## src/rtl/srx_pkg.sv

```systemverilog
package srx_pkg;
    // control word bit positions
    localparam int CTL_W      = 4;
    localparam int CTL_SINGLE = 0;
    localparam int CTL_CONT   = 1;
    localparam int CTL_NINE   = 2;
    localparam int CTL_IRQEN  = 3;
endpackage

```

## src/rtl/srx_clkgen.sv

```systemverilog
module srx_clkgen #(
    parameter int DIV_W = 8
) (
    input  logic             clk,
    input  logic             rst_n,
    input  logic             run,
    input  logic [DIV_W-1:0] div,
    output logic             sclk,
    output logic             fall_tick
);
    typedef struct packed {
        logic [DIV_W-1:0] cnt;
        logic             sclk;
    } st_t;

    st_t cur_q, nxt_d;

    always_comb begin
        nxt_d     = cur_q;
        fall_tick = 1'b0;
        if (!run) begin
            nxt_d.cnt  = '0;
            nxt_d.sclk = 1'b0;
        end else if (cur_q.cnt == div) begin
            nxt_d.cnt  = '0;
            nxt_d.sclk = ~cur_q.sclk;
            fall_tick  = cur_q.sclk;
        end else begin
            nxt_d.cnt = cur_q.cnt + 1'b1;
        end
    end

    always_ff @(posedge clk or negedge rst_n) begin
        if (!rst_n) cur_q <= '0;
        else        cur_q <= nxt_d;
    end

    assign sclk = cur_q.sclk;
endmodule

```

## src/rtl/srx_shift.sv

```systemverilog
module srx_shift #(
    parameter int DATA_W = 8
) (
    input  logic          clk,
    input  logic          rst_n,
    input  logic          run,
    input  logic          fall_tick,
    input  logic          sdata,
    input  logic          nine,
    output logic          done,
    output logic [DATA_W:0] word
);
    localparam int WORD_W = DATA_W + 1;
    localparam int CNT_W  = $clog2(WORD_W + 1);

    typedef struct packed {
        logic [WORD_W-1:0] bits;
        logic [CNT_W-1:0]  idx;
    } st_t;

    st_t cur_q, nxt_d;
    logic [CNT_W-1:0]  last_idx;
    logic [WORD_W-1:0] assembled;

    always_comb begin
        last_idx  = nine ? CNT_W'(WORD_W - 1) : CNT_W'(DATA_W - 1);
        assembled = cur_q.bits;
        assembled[cur_q.idx] = sdata;
        nxt_d = cur_q;
        done  = 1'b0;
        if (!run) begin
            nxt_d = '0;
        end else if (fall_tick) begin
            if (cur_q.idx == last_idx) begin
                done       = 1'b1;
                nxt_d.bits = '0;
                nxt_d.idx  = '0;
            end else begin
                nxt_d.bits = assembled;
                nxt_d.idx  = cur_q.idx + 1'b1;
            end
        end
    end

    always_ff @(posedge clk or negedge rst_n) begin
        if (!rst_n) cur_q <= '0;
        else        cur_q <= nxt_d;
    end

    assign word = assembled;
endmodule

```

## src/rtl/srx_fifo.sv

```systemverilog
module srx_fifo #(
    parameter int WIDTH = 9,
    parameter int DEPTH = 2
) (
    input  logic             clk,
    input  logic             rst_n,
    input  logic             push,
    input  logic [WIDTH-1:0] push_data,
    input  logic             pop,
    output logic [WIDTH-1:0] head,
    output logic             empty,
    output logic             full
);
    localparam int PTR_W = (DEPTH > 1) ? $clog2(DEPTH) : 1;
    localparam int CNT_W = $clog2(DEPTH + 1);

    typedef struct packed {
        logic [DEPTH-1:0][WIDTH-1:0] mem;
        logic [PTR_W-1:0]            rd;
        logic [PTR_W-1:0]            wr;
        logic [CNT_W-1:0]            count;
    } st_t;

    st_t  cur_q, nxt_d;
    logic do_pop, do_push;

    function automatic logic [PTR_W-1:0] step(input logic [PTR_W-1:0] p);
        return (p == PTR_W'(DEPTH - 1)) ? '0 : p + 1'b1;
    endfunction

    always_comb begin
        empty   = (cur_q.count == '0);
        full    = (cur_q.count == CNT_W'(DEPTH));
        do_pop  = pop && !empty;
        do_push = push && (!full || do_pop);
        nxt_d   = cur_q;
        if (do_push) begin
            nxt_d.mem[cur_q.wr] = push_data;
            nxt_d.wr            = step(cur_q.wr);
        end
        if (do_pop) nxt_d.rd = step(cur_q.rd);
        case ({do_push, do_pop})
            2'b10:   nxt_d.count = cur_q.count + 1'b1;
            2'b01:   nxt_d.count = cur_q.count - 1'b1;
            default: nxt_d.count = cur_q.count;
        endcase
    end

    always_ff @(posedge clk or negedge rst_n) begin
        if (!rst_n) cur_q <= '0;
        else        cur_q <= nxt_d;
    end

    assign head = cur_q.mem[cur_q.rd];
endmodule

```

## src/rtl/sync_rx_master.sv

```systemverilog
module sync_rx_master #(
    parameter int DATA_W     = 8,
    parameter int DIV_W      = 8,
    parameter int FIFO_DEPTH = 2
) (
    input  logic                     clk,
    input  logic                     rst_n,
    input  logic                     ctl_wr,
    input  logic [srx_pkg::CTL_W-1:0] ctl_wdata,
    input  logic                     div_wr,
    input  logic [DIV_W-1:0]         div_wdata,
    input  logic                     data_rd,
    input  logic                     sdata_i,
    output logic                     sclk_o,
    output logic [DATA_W-1:0]        rx_data,
    output logic                     rx_bit9,
    output logic                     rx_ready,
    output logic                     overrun,
    output logic                     irq,
    output logic                     single_on
);
    import srx_pkg::*;

    localparam int WORD_W = DATA_W + 1;

    typedef struct packed {
        logic              single;
        logic              cont;
        logic              nine;
        logic              irq_en;
        logic [DIV_W-1:0]  div;
        logic              overrun;
        logic [DATA_W-1:0] rdata;
        logic              rbit9;
    } st_t;

    st_t cur_q, nxt_d;

    logic              run;
    logic              fall_tick;
    logic              word_done;
    logic [WORD_W-1:0] word;
    logic [WORD_W-1:0] fifo_head;
    logic              fifo_empty, fifo_full;
    logic              pop_ok, push_ok;
    logic              cont_q, irq_en_q;
    logic [DIV_W-1:0]  div_q;

    assign run      = cur_q.single | cur_q.cont;
    assign cont_q   = cur_q.cont;
    assign irq_en_q = cur_q.irq_en;
    assign div_q    = cur_q.div;

    srx_clkgen #(.DIV_W(DIV_W)) u_clk (
        .clk       (clk),
        .rst_n     (rst_n),
        .run       (run),
        .div       (cur_q.div),
        .sclk      (sclk_o),
        .fall_tick (fall_tick)
    );

    srx_shift #(.DATA_W(DATA_W)) u_shift (
        .clk       (clk),
        .rst_n     (rst_n),
        .run       (run),
        .fall_tick (fall_tick),
        .sdata     (sdata_i),
        .nine      (cur_q.nine),
        .done      (word_done),
        .word      (word)
    );

    srx_fifo #(.WIDTH(WORD_W), .DEPTH(FIFO_DEPTH)) u_fifo (
        .clk       (clk),
        .rst_n     (rst_n),
        .push      (push_ok),
        .push_data (word),
        .pop       (pop_ok),
        .head      (fifo_head),
        .empty     (fifo_empty),
        .full      (fifo_full)
    );

    always_comb begin
        pop_ok  = data_rd && !fifo_empty;
        push_ok = word_done && !cur_q.overrun && (!fifo_full || pop_ok);
        nxt_d   = cur_q;

        if (ctl_wr) begin
            nxt_d.single = ctl_wdata[CTL_SINGLE];
            nxt_d.cont   = ctl_wdata[CTL_CONT];
            nxt_d.nine   = ctl_wdata[CTL_NINE];
            nxt_d.irq_en = ctl_wdata[CTL_IRQEN];
        end else if (word_done && !cur_q.cont) begin
            nxt_d.single = 1'b0;
        end

        if (ctl_wr && !ctl_wdata[CTL_CONT]) begin
            nxt_d.overrun = 1'b0;
        end else if (word_done && !cur_q.overrun && fifo_full && !pop_ok) begin
            nxt_d.overrun = 1'b1;
        end

        if (div_wr) nxt_d.div = div_wdata;

        if (pop_ok) begin
            nxt_d.rdata = fifo_head[DATA_W-1:0];
            nxt_d.rbit9 = fifo_head[DATA_W];
        end
    end

    always_ff @(posedge clk or negedge rst_n) begin
        if (!rst_n) cur_q <= '0;
        else        cur_q <= nxt_d;
    end

    assign rx_data   = cur_q.rdata;
    assign rx_bit9   = cur_q.rbit9;
    assign rx_ready  = !fifo_empty;
    assign overrun   = cur_q.overrun;
    assign irq       = rx_ready & cur_q.irq_en;
    assign single_on = cur_q.single;
endmodule

```

## config.mk

```make
export PLATFORM = sky130hd
export DESIGN_NAME = sync_rx_master
export DESIGN_NICKNAME = d
export VERILOG_FILES = /design/src/rtl/srx_pkg.sv /design/src/rtl/srx_clkgen.sv /design/src/rtl/srx_shift.sv /design/src/rtl/srx_fifo.sv /design/src/rtl/sync_rx_master.sv
export SDC_FILE = /design/constraint.sdc
export NUM_CORES = 1
export LEC_CHECK = 0
export ABC_AREA = 1
export BUFFER_PORTS_ARGS = -buffer_cell sky130_fd_sc_hd__buf_2
export CORE_ASPECT_RATIO = 0.5
export CORE_MARGIN = 3
export CORE_UTILIZATION = 53
export CTS_CLUSTER_DIAMETER = 30
export DETAILED_ROUTE_END_ITERATION = 6
export GPL_ROUTABILITY_DRIVEN = 0
export PLACE_DENSITY = 0.75
export SLEW_MARGIN = 20
export SYNTH_ARGS = -nofsm -noshare
export SYNTH_HDL_FRONTEND = slang
export SYNTH_SLANG_ARGS = --single-unit
```

## constraint.sdc

```tcl
create_clock -name clk -period 2 [get_ports clk]
set_clock_uncertainty 0.1 [all_clocks]
set_input_delay 0.6 -clock clk [delete_from_list [all_inputs] [get_ports clk]]
set_output_delay 0.6 -clock clk [all_outputs]
set_load 0.05 [all_outputs]
```

# ---- Word level (Yosys, flattened, before mapping)
# Index checks and enable logic that the tools add are counted.
dict set report op_classes {
  n_lt_le_gt_ge 5
  muxes 27
  bitwise 3
  reduce_logical 23
  n_eq_ne 7
  addsub 6
}
# op n
set ops {}
lappend ops {{13-bit 2-to-1 mux} 3}
lappend ops {{9-bit 2-to-1 mux} 4}
lappend ops {{18-bit bitwise mux} 1}
lappend ops {{1-bit 2-to-1 mux} 13}
lappend ops {{1-bit logical AND} 11}
lappend ops {{9-bit bitwise mux} 1}
lappend ops {{9-bit demux with 1-bit select} 1}
lappend ops {{8-bit by 1-bit adder with 8-bit output (second input constant)} 1}
lappend ops {{8-bit == test} 1}
lappend ops {{8-bit 2-to-1 mux} 1}
lappend ops {{1-bit logical NOT} 6}
lappend ops {{2-bit nonzero test} 3}
lappend ops {{4-bit by 5-bit < comparator with 1-bit output (second input constant)} 1}
lappend ops {{4-bit by 1-bit adder with 4-bit output (second input constant)} 1}
lappend ops {{1-bit demux with 4-bit select} 1}
lappend ops {{2-bit == test (second input constant)} 2}
lappend ops {{4-bit == test} 1}
lappend ops {{4-bit by 1-bit >= comparator with 1-bit output (second input constant)} 1}
lappend ops {{1-bit by 2-bit < comparator with 1-bit output (second input constant)} 2}
lappend ops {{4-bit 2-to-1 mux} 1}
lappend ops {{2-bit != test (second input constant)} 2}
lappend ops {{2-bit case mux with 2 select lines} 1}
lappend ops {{1-bit adder (second input constant)} 2}
lappend ops {{2-bit by 1-bit adder with 2-bit output (second input constant)} 1}
lappend ops {{other kinds (8)} 9}
dict set report totals {
  register_bits 66
  out_inout_bits 14
  word_cells 88
  in_bits 18
}

# ---- Longest topological paths before layout
dict set report logic_depth {
  depth_word 10
  ltp_mapped 12
  depth_no_buf 12
}

# ---- Modules after synthesis
# From an unflattened synthesis, not the netlist that was laid out.
dict set report hier_totals {
  cells_unflattened 425
  area_unflattened_um2 3523.4
}
# module seq_area_each_um2 cells_each instances area_each_um2
set modules_own_cells {}
lappend modules_own_cells {srx_fifo 550.5 134 1 1083.5}
lappend modules_own_cells {sync_rx_master 550.5 91 1 960.9}
lappend modules_own_cells {srx_shift 325.3 122 1 863.3}
lappend modules_own_cells {srx_clkgen 225.2 78 1 615.6}

# ---- Least setup slack after synthesis
# Ideal clock, no wire load.
dict set report synth_timing {
  kind {reg-to-reg}
  startpoint {register u_fifo.cur_q[0] (netlist name)}
  endpoint {register u_fifo.cur_q[1] (netlist name)}
  slack_ps -171
  arrival_ps 1940
  required_ps 1769
  synth_period_minus_slack_ps 2171
  stages_incl_launch_ff 12
  setup_time_ps 131
  path_cell_list {dfrtp_1 > inv_2 > nand2_2 > nand2_2 > a31o_1 > inv_2 > buf_4 > nand2_1 > ha_1 > a21oi_1 > o21ai_0 > xor2_1}
}
dict set report synth_between {
  elab_chain_len 8
  word_cells_on_any_way 16
  cone_classes {add/sub: 2; eq/ne: 3; mux: 1; reduce/logical: 10}
}
# element line_no
set synth_lines {}
lappend synth_lines {{start: declaration} srx_fifo.sv:24} ;# st_t cur_q, nxt_d;
lappend synth_lines {{start signal: assignment} srx_fifo.sv:51} ;# else cur_q <= nxt_d;
lappend synth_lines {{2-bit logical NOT *} srx_fifo.sv:32} ;# empty = (cur_q.count == '0);
lappend synth_lines {{1-bit logical NOT *} --}
lappend synth_lines {{via rx_ready} sync_rx_master.sv:17} ;# output logic rx_ready,
lappend synth_lines {{1-bit logical AND} sync_rx_master.sv:86} ;# pop_ok = data_rd && !fifo_empty;
lappend synth_lines {{1-bit logical OR / 1-bit logical AND (equally long branches)} {sync_rx_master.sv:87, srx_fifo.sv:34}}
lappend synth_lines {{1-bit logical AND / 1-bit logical OR (equally long branches)} {sync_rx_master.sv:87, srx_fifo.sv:35}}
lappend synth_lines {{1-bit logical AND} srx_fifo.sv:35} ;# do_push = push && (!full || do_pop);
lappend synth_lines {{2-bit by 1-bit == test with 1-bit output / 2-bit == test (equally long branches)} srx_fifo.sv:42} ;# case ({do_push, do_pop})
lappend synth_lines {{2-bit case mux with 2 select lines / 2-bit nonzero test (equally long branches)} --}
# The timed path passes the listed nets; every way through them passes the cells marked *.
# A chain may end at the register's enable or synchronous reset.

# ---- Worst setup path in the final report
dict set report layout_timing {
  startpoint {register u_fifo.cur_q[0] (netlist name)}
  endpoint {output irq}
}
dict set report layout_between {
  elab_chain_len 3
}
# element line_no
set layout_lines {}
lappend layout_lines {{2-bit logical NOT} srx_fifo.sv:32}
lappend layout_lines {{1-bit logical NOT} sync_rx_master.sv:120} ;# assign rx_ready = !fifo_empty;
lappend layout_lines {{1-bit AND} sync_rx_master.sv:122} ;# assign irq = rx_ready & cur_q.irq_en;
lappend layout_lines {{end: declaration} sync_rx_master.sv:19} ;# output logic irq,
# No other way between the ends.

==> run summary <==
The run finished with clean final reports. The layout-stage area growth over the synthesis result came out at 17.9%. TritonCTS built the clock tree. The area fraction of the dominant cell type after synthesis came out at between 50% and 60%.

Global routing used approximately a third of the available met2 tracks. The cell area that synthesis handed to floorplanning was 0.00328 mm2. For this run, global-route usage on met1 was measured as about 24%. Setup repair after global routing could not meet its margin everywhere. In the final routed layout, each cell accounts on average for around 12 um. The post-detailed-route count of antenna-violating nets came out at 0.

By startpoint and endpoint, the worst setup path is classified as flip-flop to primary output. The horizontal die dimension came out at approximately 120 um. Row generation in the floorplan step produced 19 rows.

The number of cells on the worst reg-to-reg path came out at 12. Sorting the synthesized cells by area gives the leading types as dfrtp_1 50%, nand2_1 14%, o21ai_0 4.4%, nand4_1 4.0%, inv_1 3.7%. After detailed placement, the design holds a cell count of between 400 and 500. The floorplan core area came out at about 0.0057 mm2.

The number of hold violations in the final report is 0. The floorplan die area is between 0.007 and 0.008 mm2. The maximum frequency from static timing analysis is 517 MHz. The clock tree root driver cell is clkbuf_16.

The static leakage power is around 1.9 nW. The most congested layer reported by global routing is met2. The maximum number of buffers from clock root to sink is 2. The launch point of the worst reg-to-reg path is u_clk.cur_q[6]$_DFF_PN0_.

For this configuration, the core starts out at a cell density of between 50 and 60%. After technology mapping, the gate count stands at 381. The final-layout setup total negative slack is 0 ns. The critical path required time is about 1.3 ns. The endpoint identified for the worst register-to-register timing path is u_fifo.cur_q[1]$_DFFE_PN0P_. In the synthesized netlist the async set-or-reset flop fraction comes to between 90% and 100%. The synthesized netlist contains 33 unique library cells. The final layout contains routed wiring with a total length of approximately 6.3 mm. The final layout net count is 444. The final critical path takes up between 90% and 100% of the cycle. At the later pin of the worst-skew pair, clock insertion delay measures 0.33 ns. The number of enable flip-flop cells after synthesis is 0. The via count of the first global-routing pass was 2436. Sorting the synthesized cells by how often they occur yields 123 x nand2_1, 66 x dfrtp_1, 32 x inv_1, 29 x o21ai_0, 24 x nor2_1. The maximum number of pins on one net before global-route repair came out at 29. By instance count, the leading cell after synthesis is nand2_1. The first detailed-routing pass took 5 iterations.

The initial antenna violation count was 0. The maximum fanout along the worst path is 4. Dividing the synthesized area by the synthesized cell count gives 8.61 um2. For this design, the slowest cell found on the critical path is dfrtp_1. The max-slew violation count came out at 0.

The power per cell area came out at 1130 mW/mm2. Max-cap violations in this run came to 0. The filler-free cell count of the finished design is 509. The maximum vdd ir drop is approximately 0.66 mV. Once layout is complete, the utilization of the core stands at 67.5%. The deepest level of the CTS H-tree is 3. Traced cell by cell, the critical path runs through inv_2 -> a21oi_1 -> buf_2.

The clock slew seen by the registers of the worst setup and hold paths is about 0.05 ns. For this run, design rule violations remaining after detail routing come to 0. The post-route netlist has 21.4% of its cells at a drive strength greater than 1. The total half-perimeter wirelength after legalization and detailed placement is between 4 and 5 mm. Global routing used 20.0% of the available tracks.

Dividing the detail-routed via count by the number of cells gives ~5.1. The number of antenna diodes in the final layout is 0. For this block, the initial DRC count from the detailed router was 122. The main flop type after synthesis is dfrtp_1.

The type of the most critical hold path is input pin to asynchronous set/reset pin. The overall overflow remaining after global route is 0. The transition at the pin with the smallest max-transition slack came out at approximately 0.43 ns. The floorplan step set the die height to between 60 and 70 um.

Synthesis produced a netlist with a net count of about 410. The met3 capacity usage during global routing is 7.07%. Port buffering added 31 buffers. The total power draw is about 4.4 mW.

The startpoint type of the worst setup path is a flip-flop. The cell type with the largest total area after synthesis is dfrtp_1. The routed layout has between 2000 and 3000 vias. The worst pin sits at a relative slew slack of 71.1%. The time the final worst path needs with I/O delays and setup came out at around 1.9 ns. Timing analysis after detailed placement gives a worst setup slack of -0.0227 ns.

The number of buffers inserted during clock tree synthesis is 9. The slack of the worst reg-to-reg path is 0.10 ns. The final worst setup slack is roughly 0.066 ns. The capturing element type of the critical path is a primary output. The critical path's largest stage delay is about 0.40 ns. During synthesis, Yosys emitted a total of 0 warnings. The first global-routing pass estimated 10.9 mm of wire. The sequential fraction of the synthesis area is 50.3%. The critical path data arrival time is about 1.2 ns.

The TritonCTS sink count came out at 66. The synthesized flop and latch total came out at 66. The I/O pin count came out at 32. The number of setup violations in the final report is 0.
-- metrics by stage --
step           hold WS (ns)  instance area (um2)
2_1_floorplan         0.204                 3310
6_report              0.105                 3870
3_3_place_gp          0.356                 3520
4_1_cts               0.111                 3820
5_1_grt               0.125                 3870
3_5_place_dp          0.360                 3520
-- what timing repair did --
item / in CTS / in global routing
cloned: 0 / 0
resized for setup: 0 / 7
setup endpoints to repair: 1 / 20
pin swaps: 1 / 4
buffers inserted: 1 / 5
hold buffers: 0 / 0
-- power breakdown --
| group | total (mW) | internal [mW] | leakage [nW] | switching, mW |
|---|---|---|---|---|
| clock network | 1.51 | 0.994 | 0.144 | 0.521 |
| registers | 1.64 | 1.52 | 0.862 | 0.129 |
| logic | 1.21 | 0.353 | 0.862 | 0.861 |
| total | 4.37 | 2.86 | 1.87 | 1.51 |
-- cell usage in the layout, fill, tap and decap left out, types with 9 or more instances in the layout --
cell,instances
o21ai_0,28
inv_1,29
clkbuf_16,9
dfrtp_1,64
inv_2,9
buf_4,13
nor2_1,24
nand2_1,121
a31oi_1,9
buf_2,31
nand4_1,21
-- worst max-delay path by stage --
stage / startpoint / to
final: u_fifo.cur_q[0]$_DFFE_PN0P_ / irq
after global routing: u_clk.cur_q[6]$_DFF_PN0_ / u_fifo.cur_q[1]$_DFFE_PN0P_
after CTS: u_clk.cur_q[7]$_DFF_PN0_ / u_fifo.cur_q[1]$_DFFE_PN0P_
after detailed placement: u_clk.cur_q[6]$_DFF_PN0_ / u_fifo.cur_q[1]$_DFFE_PN0P_
after global placement: u_clk.cur_q[4]$_DFF_PN0_ / u_fifo.cur_q[1]$_DFFE_PN0P_
after floorplan: u_clk.cur_q[3]$_DFF_PN0_ / u_fifo.cur_q[1]$_DFFE_PN0P_
-- cell type report --
| type | count | area (um2) |
|---|---|---|
| multi-input cells | 257 | 1390 |
| clock buffers | 13 | 250 |
| inverters | 40 | 150 |
| fillers | 452 | 1860 |
| flip-flops and latches | 66 | 1650 |
| clock inverters | 3 | 40.0 |
| well taps | 84 | 105 |
| repair buffers | 46 | 284 |
-- cell families after synthesis --
kind of cell             synth area share, %
AO/OA/AOI/OAI                           7.74
XOR/XNOR                                2.40
adder cells (fa/ha/maj)                 2.29
buffers and inverters                   8.54
flip-flops                              50.3
multiplexers                            1.03
AND/OR/NAND/NOR                         27.7
-- registers in the layout (all words and copies together) (netlist names) --
signal,count
cont_q,1
cur_q,1
div_q,8
irq_en_q,1
overrun,1
rx_bit9,1
rx_data,8
single_on,1
u_clk.cur_q,8
u_clk.sclk,1
u_fifo.cur_q,22
u_shift.cur_q,13
-- worst max-delay path: cells and delay by family (launching register included) --
kind / cells / cell delay, ns
compound gates: 1 / 0.14
flops: 1 / 0.40
buf+inv: 2 / 0.36
-- per-layer routing --
metal	wire length [um]	part of all wire, %	vias up
met1	3050	48	1209
met3	290	4.6	7
li1	-	-	1311
met2	2910	46	63
met4	46	0.73	0
met5	0	0	-
Note: power is estimated with default switching activity, not from simulation.
